--- config.mk ---
export PLATFORM = sky130hd
export DESIGN_NAME = gpio6_port
export DESIGN_NICKNAME = d
export VERILOG_FILES = /design/src/rtl/gpio6_pkg.sv /design/src/rtl/gpio6_regfile.sv /design/src/rtl/gpio6_pin_mux.sv /design/src/rtl/gpio6_rdmux.sv /design/src/rtl/gpio6_port.sv
export SDC_FILE = /design/constraint.sdc
export NUM_CORES = 1
export LEC_CHECK = 0
export BUFFER_PORTS_ARGS = -buffer_cell sky130_fd_sc_hd__buf_2
export CORE_MARGIN = 5
export CORE_UTILIZATION = 40
export DETAILED_ROUTE_END_ITERATION = 8
export GPL_ROUTABILITY_DRIVEN = 0
export GPL_TIMING_DRIVEN = 0
export HOLD_SLACK_MARGIN = 0.12
export PLACE_DENSITY_LB_ADDON = 0.3
export SLEW_MARGIN = 20
export SYNTH_ARGS = -nofsm -noshare
export SYNTH_HDL_FRONTEND = slang
export SYNTH_HIERARCHICAL = 1
export SYNTH_SLANG_ARGS = --single-unit
--- constraint.sdc ---
create_clock -name clk -period 1.3 [get_ports clk]
set_input_delay 0.39 -clock clk [delete_from_list [all_inputs] [get_ports clk]]
set_output_delay 0.39 -clock clk [all_outputs]
set_load 0.03 [all_outputs]
--- src/rtl/gpio6_pkg.sv ---
package gpio6_pkg;
  localparam int ADDR_W = 2;

  typedef enum logic [ADDR_W-1:0] {
    A_PORT = 2'd0,
    A_LAT  = 2'd1,
    A_DIR  = 2'd2,
    A_RSVD = 2'd3
  } reg_addr_e;
endpackage

--- src/rtl/gpio6_regfile.sv ---
module gpio6_regfile
  import gpio6_pkg::*;
#(
  parameter int NB = 5,
  parameter int DW = 8
) (
  input  logic              clk,
  input  logic              rst_n,
  input  logic              wr,
  input  logic [ADDR_W-1:0] addr,
  input  logic [DW-1:0]     wdata,
  output logic [NB-1:0]     dir_q,
  output logic [NB-1:0]     lat_q
);
  logic lat_hit, dir_hit;

  always_comb begin
    lat_hit = wr && ((addr == A_LAT) || (addr == A_PORT));
    dir_hit = wr && (addr == A_DIR);
  end

  always_ff @(posedge clk or negedge rst_n) begin
    if (!rst_n) begin
      dir_q <= '1;
      lat_q <= '0;
    end else begin
      if (lat_hit) lat_q <= wdata[NB-1:0];
      if (dir_hit) dir_q <= wdata[NB-1:0];
    end
  end
endmodule

--- src/rtl/gpio6_pin_mux.sv ---
module gpio6_pin_mux (
  input  logic dir_bit,
  input  logic lat_bit,
  input  logic pov_en,
  input  logic pov_dir,
  input  logic pov_out,
  input  logic seg_en,
  input  logic seg_val,
  input  logic pin_in,
  output logic oe,
  output logic out,
  output logic rd_bit
);
  always_comb begin
    if (seg_en) begin
      oe     = 1'b1;
      out    = seg_val;
      rd_bit = 1'b0;
    end else if (pov_en) begin
      oe     = !pov_dir;
      out    = pov_dir ? 1'b0 : pov_out;
      rd_bit = pin_in;
    end else begin
      oe     = !dir_bit;
      out    = dir_bit ? 1'b0 : lat_bit;
      rd_bit = pin_in;
    end
  end
endmodule

--- src/rtl/gpio6_rdmux.sv ---
module gpio6_rdmux
  import gpio6_pkg::*;
#(
  parameter int NB = 5,
  parameter int DW = 8
) (
  input  logic              clk,
  input  logic              rst_n,
  input  logic              rd,
  input  logic [ADDR_W-1:0] addr,
  input  logic [NB:0]       port_bits,
  input  logic [NB-1:0]     lat_q,
  input  logic [NB-1:0]     dir_q,
  output logic [DW-1:0]     rdata
);
  logic [DW-1:0] sel;

  always_comb begin
    sel = '0;
    unique case (addr)
      A_PORT:  sel[NB:0]   = port_bits;
      A_LAT:   sel[NB-1:0] = lat_q;
      A_DIR:   sel[NB-1:0] = dir_q;
      default: sel         = '0;
    endcase
  end

  always_ff @(posedge clk or negedge rst_n) begin
    if (!rst_n)  rdata <= '0;
    else if (rd) rdata <= sel;
  end
endmodule

--- src/rtl/gpio6_port.sv ---
module gpio6_port
  import gpio6_pkg::*;
#(
  parameter int NB = 5,
  parameter int DW = 8
) (
  input  logic              clk,
  input  logic              rst_n,
  input  logic              cfg_mrst_en,
  input  logic [ADDR_W-1:0] reg_addr,
  input  logic              reg_wr,
  input  logic [DW-1:0]     reg_wdata,
  input  logic              reg_rd,
  output logic [DW-1:0]     reg_rdata,
  input  logic [NB:0]       pad_in,
  input  logic [NB-1:0]     periph_ovr_en,
  input  logic [NB-1:0]     periph_ovr_dir,
  input  logic [NB-1:0]     periph_ovr_out,
  input  logic [NB-1:0]     lcd_seg_en,
  input  logic [NB-1:0]     lcd_seg_val,
  output logic [NB-1:0]     pad_oe,
  output logic [NB-1:0]     pad_out,
  output logic              mrst_req
);
  localparam int NP = NB + 1;

  logic [NB-1:0] dir_q, lat_q;
  logic [NP-1:0] port_bits;

  gpio6_regfile #(.NB(NB), .DW(DW)) u_regs (
    .clk   (clk),
    .rst_n (rst_n),
    .wr    (reg_wr),
    .addr  (reg_addr),
    .wdata (reg_wdata),
    .dir_q (dir_q),
    .lat_q (lat_q)
  );

  for (genvar i = 0; i < NB; i++) begin : g_pin
    gpio6_pin_mux u_mux (
      .dir_bit (dir_q[i]),
      .lat_bit (lat_q[i]),
      .pov_en  (periph_ovr_en[i]),
      .pov_dir (periph_ovr_dir[i]),
      .pov_out (periph_ovr_out[i]),
      .seg_en  (lcd_seg_en[i]),
      .seg_val (lcd_seg_val[i]),
      .pin_in  (pad_in[i]),
      .oe      (pad_oe[i]),
      .out     (pad_out[i]),
      .rd_bit  (port_bits[i])
    );
  end

  always_comb begin
    port_bits[NB] = cfg_mrst_en ? 1'b0 : pad_in[NB];
    mrst_req      = cfg_mrst_en && !pad_in[NB];
  end

  gpio6_rdmux #(.NB(NB), .DW(DW)) u_rd (
    .clk       (clk),
    .rst_n     (rst_n),
    .rd        (reg_rd),
    .addr      (reg_addr),
    .port_bits (port_bits),
    .lat_q     (lat_q),
    .dir_q     (dir_q),
    .rdata     (reg_rdata)
  );
endmodule

## After elaboration in Yosys (flattened, before gate mapping)

Index checks and enable logic that the tools add are counted.

- Flip-flop bits (word level): 16
- Input bits: 46
- Output and inout port bits: 19
- Word-level logic and storage cells: 59

- Equality and inequality tests: 2
- Multiplexer cells: 38
- Reduce and logical (&&, ||, !) cells: 16

Operators with widths:

| cell | number |
|---|---|
| two-way mux 1 bit | 37 |
| one-hot mux 5 bit (3 select lines) | 1 |
| zero test 1 bit | 11 |
| logical AND 1 bit | 3 |
| == test 2 x 1 -> 1 bit (second input constant) | 1 |
| == test 2 bit (second input constant) | 1 |
| zero test 2 bit | 1 |
| logical OR 1 bit | 1 |

## Logic depth before layout (Yosys ltp)

Gate-level depths: netlist of run 1.

- Depth in word-level cells: 3
- Depth in mapped cells: 3
- Mapped depth without buffers: 3

## By module

The synthesis of run 1 kept the hierarchy.

By module, submodules not included:

| module | times used | cells each | area an instance (µm²) |
|---|---|---|---|
| gpio6_regfile | 1 | 22 | 402.9 |
| gpio6_rdmux | 1 | 35 | 364.1 |
| gpio6_pin_mux | 5 | 6 | 53.8 |
| gpio6_port | 1 | 2 | 15.0 |

## Least setup slack after synthesis of run 1

No wires, ideal clock.

- Path kind: reg-to-output
- Start point: reg u_regs.dir_q[0]
- End point: out pad_out[0]
- Arrival: 0.947 ns
- Data required time: 0.910 ns
- Path slack: -0.037 ns
- Stages on the path, launching flop included: 3
- Buffers on the path: 0
- Path through: dfstp_2 nor4b_1 a211o_2

- Longest elaborated chain between the ends: 3

RTL lines:

| element | RTL line | source |
|---|---|---|
| start: declaration | gpio6_regfile.sv:12 | `output logic [NB-1:0] dir_q,` |
| start signal: assignment | gpio6_regfile.sv:28 | `if (dir_hit) dir_q <= wdata[NB-1:0];` |
| two-way mux 1 bit | gpio6_pin_mux.sv:25 | `out = dir_bit ? 1'b0 : lat_bit;` |
| two-way mux 1 bit | gpio6_pin_mux.sv:19 | `end else if (pov_en) begin` |
| two-way mux 1 bit | gpio6_pin_mux.sv:15 | `if (seg_en) begin` |
| end: declaration | gpio6_port.sv:22 | `output logic [NB-1:0] pad_out,` |

No other way between the ends.

## Worst setup path after layout of run 1

- Start point: reg u_regs.dir_q[3]
- End point: out pad_out[3]

Same word-level chain as after synthesis.

==> results of run 1 <==
-- power groups by stage --
stage | combinational, W | clock [W] | sequential, W
after floorplan | 0.000286 | 0 | 0.000696
after global placement | 0.000491 | 0 | 0.000661
after detailed placement | 0.000507 | 0 | 0.000664
after CTS | 0.000593 | 0.000345 | 0.000649
after global routing | 0.000656 | 0.000367 | 0.000659
final | 0.000611 | 0.000330 | 0.000648
-- area by class of cell --
cell class | instances | area, µm²
Sequential cell | 16 | 406.6
Timing Repair Buffer | 67 | 422.9
Tap cell | 30 | 37.54
Inverter | 6 | 22.52
Buffer | 4 | 31.28
Multi-Input combinational cell | 64 | 613.1
Clock buffer | 4 | 36.28
Fill cell | 214 | 929.6
-- registers in the layout (all words and copies together), names as in the netlist --
name / flops
u_rd/rdata: 6
u_regs/dir_q: 5
u_regs/lat_q: 5
-- worst max-delay path, delay by kind of cell, from the launching register on --
family                 cells  cell delay (ns)
DFF                        1             0.57
buffers and inverters      1             0.14
and+or+nand+nor            1             0.06
AOI/OAI and AO/OA          1             0.27
-- Yosys cell counts --
master,instances,area [µm²]
buf_4,2,15.01
nor4bb_1,5,50.05
buf_6,1,11.26
and2b_2,6,52.55
buf_2,1,5.000
o221ai_1,5,43.79
nand2b_4,1,13.76
a211o_2,5,50.05
nor4b_1,5,43.79
dfrtp_1,11,275.3
or2_2,5,31.28
nand4b_1,5,43.79
nand2b_1,1,6.260
o32ai_1,1,8.760
mux2i_1,10,100.1
nand2_1,1,3.750
mux2_2,10,112.6
nor2b_1,1,6.260
dfstp_2,5,131.4
conb_1,1,3.750
nand3b_4,1,20.02
inv_1,6,22.52
-- placed cells by master (no fill, tap or decap) --
master         Yosys  final
a211o_2            5      5
clkbuf_4           0      3
mux2i_1           10     10
nor2b_1            1      1
dfrtp_1           11     11
nand2b_1           1      1
buf_6              1     11
nor4b_1            5      4
mux2_2            10     10
nand4b_1           5      5
nand3b_4           1      1
and2b_2            6      6
nand2_1            1      1
inv_1              6      6
buf_2              1     49
o32ai_1            1      1
clkbuf_8           0      1
or2_4              0      5
nor4b_2            0      1
nor4bb_1           5      5
buf_4              2     10
dfstp_2            5      5
nand2b_4           1      1
dlygate4sd3_1      0      1
conb_1             1      2
o221ai_1           5      5
-- stage by stage --
step / TNS [ns] / util [%] / total power (W) / instances / hold slack, ns
floorplan: 0 / - / 0.0009819 / 90 / 0.09441
global placement: -1.510 / 56.01 / 0.001153 / 179 / 0.3189
detailed placement: -1.769 / 56.01 / 0.001170 / 179 / 0.3247
CTS: -3.886 / 61.56 / 0.001586 / 188 / 0.3373
global route: -4.288 / 62.81 / 0.001683 / 191 / 0.3237
finish: -3.747 / 62.81 / 0.001589 / 191 / 0.3456
-- worst min path at each step --
stage,cells after the start,slack [ns],to,startpoint
global route,2,0.32,u_regs/lat_q[4],reg_wdata[4]
global placement,1,0.32,u_regs/lat_q[0],rst_n
floorplan,0,0.09,u_rd/rdata[0],rst_n
finish,2,0.35,u_regs/lat_q[4],reg_wdata[4]
CTS,2,0.34,u_regs/lat_q[4],reg_wdata[4]
detailed placement,1,0.32,u_rd/rdata[0],rst_n
-- routing by layer --
metal / vias up / track usage (%) / share of wire (%)
met5: - / 0 / 0
met4: 0 / 4.644 / 0.25
met3: 2 / 2.935 / 5.5
met2: 27 / 29.15 / 57
met1: 466 / 16.60 / 38
li1: 488 / - / -
-- what timing repair did --
action,in CTS,in global routing
pin swaps,0,0
hold buffers,1,0
endpoints found under the setup margin,10,11
buffers inserted,4,3
gates resized for setup,20,3
endpoints found under the hold margin,11,0
-- cell families (layout without fill, tap and decap cells) --
family,after synthesis,in the layout,share of synthesized area [%]
DFF,16,16,38.69
muxes,20,20,20.24
and+or+nand+nor,31,31,25.83
other,1,2,0.3568
buffers and inverters,10,81,5.118
AOI/OAI and AO/OA,11,11,9.762
==> impl_metrics.py, run 1 <==
metrics = {
    "status": {
        "status": "finished with violations",
        "violations": "setup timing",
    },
    "placement": {
        "numPortBuffers": 59,
        "dpl_cell_area_um2": 1400,
        "dp_slack_ns": -0.2783,
        "hpwl_mm": 2.132,
    },
    "global_routing": {
        "grt_usage_pct": 15.20,
        "grt_max_degree": 17,
        "grt_pass1_wl_mm": 4.271,
        "gr-total-overflow": 0,
        "grt_pass1_vias": 996,
        "antenna_found_initial": 0,
    },
    "detailed_routing": {
        "first_iter_violations": 16,
        "route.detailed.drc": 0,
        "wl_per_cell_um": 14.46,
        "dr_total_vias": 983,
        "viasPerCell": 5.147,
        "dr.pass1.iters": 4,
        "postRouteAntennaNets": 0,
        "wl_mm": 2.762,
    },
    "cts": {
        "cts_tree": "built",
        "clk-insertion-delay-late_ns": 0.28,
        "cts_buffer_depth": 2,
        "cts_root_buf": "clkbuf_4",
        "htreeDepth": 1,
        "clk_pin_slew_ns": 0.10,
        "numCtsBuffers": 3,
        "cts_sinks": 16,
    },
    "logic_synthesis": {
        "syn_area_um2": 1051,
        "ys_seq_elements": 16,
        "yosys_warnings": 6,
        "synth_cell_types": 22,
        "postSynthCellCount": 89,
        "synth-seq-area-share_pct": 38.69,
        "synth_area_per_cell_um2": 11.81,
    },
    "critical_path": {
        "rrSetupSlack_ns": 0.27,
        "startpoint": "u_regs/dir_q[3]",
        "cp-endpoint": "pad_out[3]",
        "crit_fanout": 4,
        "end_kind": "primary output",
        "slowest_stage": "dfstp_2",
        "r2r_start": "u_regs/dir_q[2]",
        "path_cells": "nor4b_2 -> a211o_2 -> buf_6",
        "r2r_cells": 4,
        "start_kind": "flip-flop",
        "required_ns": 0.91,
        "cp_slowest_stage_delay_ns": 0.57,
        "arrival_ns": 1.32,
        "r2r-end": "u_rd/rdata[2]",
        "worstSetupPathType": "flip-flop to primary output",
    },
    "sta": {
        "skew_ns": 0.001916,
        "max_freq_ghz": 0.5840,
        "slew_viol_final": 0,
        "fin_crit_sh_pct": 131.7,
        "min_period_ns": 1.712,
        "rsz0062_at_grt": "true",
        "fin_ws_ns": -0.4123,
        "setup_viol": 10,
        "hold_viol_final": 0,
    },
    "floorplanning": {
        "start_util_pct": 42.04,
        "die_x_um": 61.26,
        "num_rows": 18,
        "ioPinCount": 65,
        "core_area_um2": 2500,
        "die_h_um": 61.26,
        "dieArea_um2": 3753,
    },
    "pwr": {
        "power.clock.fraction_pct": 20.8,
        "p_sw_w": 0.0005040,
        "p_per_area_nw_per_um2": 1012,
        "combinationalPowerShare_pct": 38.5,
        "power.internal_w": 0.001085,
        "power_frac_seq_pct": 40.8,
        "swShare_pct": 31.73,
        "peakVddDrop_uv": 548.0,
        "p_leak_nw": 0.8002,
    },
    "finish": {
        "synthToLayoutAreaGrowth_pct": 49.41,
        "num_antenna_cells": 0,
        "nets": 208,
        "final_area_um2": 1570,
        "layout-drive-gt1-share_pct": 67.08,
    },
    "hold_path": {
        "worstHoldPathType": "input pin to flip-flop",
    },
    "job": {
        "maxCapViolCount": 0,
    },
}
No activity file was read; power rests on OpenSTA's default activity.
==> run 2, diff against run 1 <==
--- a/config.mk
+++ b/config.mk
@@ -5,10 +5,10 @@
 export SDC_FILE = /design/constraint.sdc
 export NUM_CORES = 1
 export LEC_CHECK = 0
-export BUFFER_PORTS_ARGS = -buffer_cell sky130_fd_sc_hd__buf_2
 export CORE_MARGIN = 5
 export CORE_UTILIZATION = 40
 export DETAILED_ROUTE_END_ITERATION = 8
+export DONT_BUFFER_PORTS = 1
 export GPL_ROUTABILITY_DRIVEN = 0
 export GPL_TIMING_DRIVEN = 0
 export HOLD_SLACK_MARGIN = 0.12
==> impl_metrics.py, run 2 (synthesis results as in run 1) <==
metrics = {
    "finish": {
        "nets": 146,
        "layoutNonFillerInstCount": 129,
        "reg.largest.list": "u_rd/rdata x6, u_regs/dir_q x5, u_regs/lat_q x5",
        "final_cell_mix": "dfrtp_1 (11), mux2i_1 (10), mux2_2 (10)",
        "final_common_cell": "dfrtp_1",
        "n_fill_cell": 240,
        "num_antenna_cells": 0,
        "multi_input_area_um2": 613.1,
        "final_area_um2": 1177,
        "largest_register": "u_rd/rdata",
        "layout-drive-gt1-share_pct": 45.45,
        "seqCellArea_um2": 406.6,
        "synthToLayoutAreaGrowth_pct": 12.02,
        "largest_register_ffs": 6,
    },
    "cts": {
        "cts_tree": "built",
        "htreeDepth": 1,
        "clk_pin_slew_ns": 0.09,
        "clk-insertion-delay-late_ns": 0.27,
        "numCtsBuffers": 3,
        "cts_buffer_depth": 2,
        "cts_root_buf": "clkbuf_4",
        "cts_sinks": 16,
    },
    "pwr": {
        "peakVddDrop_uv": 645.6,
        "power_frac_seq_pct": 53.2,
        "power.internal_w": 0.0009037,
        "p_leak_nw": 0.5194,
        "combinationalPowerShare_pct": 27.2,
        "p_sw_w": 0.0004220,
        "power.clock.fraction_pct": 19.6,
        "p_per_area_nw_per_um2": 1126,
        "swShare_pct": 31.83,
    },
    "sta": {
        "maxSlewHeadroom_pct": 53.59,
        "skew_ns": 0.0006439,
        "max_freq_ghz": 0.6139,
        "fin_crit_sh_pct": 125.3,
        "fin_ws_ns": -0.3290,
        "min_period_ns": 1.629,
        "setup_viol": 10,
        "hold_viol_final": 0,
        "worstMarginPinSlew_ns": 0.6939,
        "hold_slack_ns": 0.2150,
        "rsz0062_at_grt": "true",
        "slew_viol_final": 0,
    },
    "placement": {
        "hpwl_mm": 1.898,
        "dpl.cell_count": 120,
        "dpl_cell_area_um2": 1105,
        "numPortBuffers": 0,
    },
    "hold_path": {
        "worstHoldPathType": "input pin to flip-flop",
    },
    "critical_path": {
        "arrival_ns": 1.24,
        "required_ns": 0.91,
        "crit_fanout": 4,
        "path_cells": "nor4b_2 -> a211o_2",
        "slowest_stage": "dfstp_2",
        "worstSetupPathType": "flip-flop to primary output",
        "end_kind": "primary output",
        "cp_slowest_stage_delay_ns": 0.57,
        "start_kind": "flip-flop",
    },
    "status": {
        "violations": "setup timing",
        "status": "finished with violations",
    },
    "detailed_routing": {
        "first_iter_violations": 14,
        "viasPerCell": 5.798,
        "wl_mm": 2.372,
        "wl_per_cell_um": 18.39,
        "postRouteAntennaNets": 0,
        "dr_total_vias": 748,
        "route.detailed.drc": 0,
        "dr.pass1.iters": 4,
    },
    "floorplanning": {
        "ioPinCount": 65,
        "die_h_um": 61.26,
        "dieArea_um2": 3753,
        "core_area_um2": 2500,
        "start_util_pct": 42.04,
        "num_rows": 18,
        "die_x_um": 61.26,
    },
    "global_routing": {
        "gr-total-overflow": 0,
        "grt_usage_pct": 12.72,
        "grt_max_degree": 17,
        "top_usage_layer": "met2",
        "antenna_found_initial": 0,
        "grt_pass1_wl_mm": 3.532,
        "gr-usage-met2_pct": 21.60,
        "grt_pass1_vias": 786,
        "gr-usage-met3_pct": 5.870,
        "grt_util_met1_pct": 13.88,
    },
    "job": {
        "maxCapViolCount": 0,
    },
}
==> run 2: final cells by class <==
cell class | instances | share of cell area, %
repair buffers | 5 | 3.401
flip-flops and latches | 16 | 34.54
inverters | 6 | 1.913
plain buffers | 4 | 2.657
multi-input cells | 64 | 52.07
well taps | 30 | 3.188
clock buffers | 4 | 2.232
==> run 2: timing repair <==
item / in CTS / in global routing
gates cloned: 0 / 0
setup endpoints to repair: 10 / 10
endpoints found under the hold margin: 16 / 0
gates resized for setup: 0 / 1
hold buffers: 1 / 0
setup buffers: 4 / 0
==> run 2: routing by layer <==
layer / part of all wire, % / vias up
met1: 36 / 360
met2: 53 / 28
met3: 10 / 2
li1: - / 358
met4: 0.89 / 0
met5: 0 / -
==> run 2: path summary, 6_finish.rpt <==
check	to	depth (start not counted)	from	slack [ns]
worst max-delay path	pad_out[2]	2	u_regs/dir_q[2]	-0.33
worst min-delay path	u_rd/rdata[5]	1	reg_addr[0]	0.22
max in group asynchronous	u_regs/lat_q[3]	1	rst_n	0.27
min in group asynchronous	u_regs/lat_q[0]	1	rst_n	0.59
worst min register to register	u_regs/lat_q[0]	1	u_regs/lat_q[0]	0.55
worst max register to register	u_rd/rdata[4]	3	u_regs/dir_q[4]	0.31
==> run 2: stage by stage <==
step | power (W) | TNS [ns] | util [%] | setup slack [ns]
3_5_place_dp | 0.001033 | -0.1253 | 44.19 | -0.02699
3_3_place_gp | 0.001021 | -0.09709 | 44.19 | -0.02192
6_report | 0.001326 | -2.884 | 47.10 | -0.3290
5_1_grt | 0.001406 | -3.423 | 47.10 | -0.3839
2_1_floorplan | 0.0009819 | 0 | - | 0.0009179
4_1_cts | 0.001350 | -3.037 | 46.85 | -0.3405
==> run 2: power by group through the flow <==
stage               Clock [W]  Combinational, W  Sequential [W]
finish               0.000260          0.000360        0.000705
detailed placement          0          0.000312        0.000721
floorplan                   0          0.000286        0.000696
global placement            0          0.000305        0.000716
global route         0.000299          0.000391        0.000716
CTS                  0.000279          0.000365        0.000705
==> run 2: critical path: cells and delay by family, from the launching register on <==
kind | cells | cell delay [ns]
DFF | 1 | 0.57
AOI/OAI and AO/OA | 1 | 0.35
and+or+nand+nor | 1 | 0.05
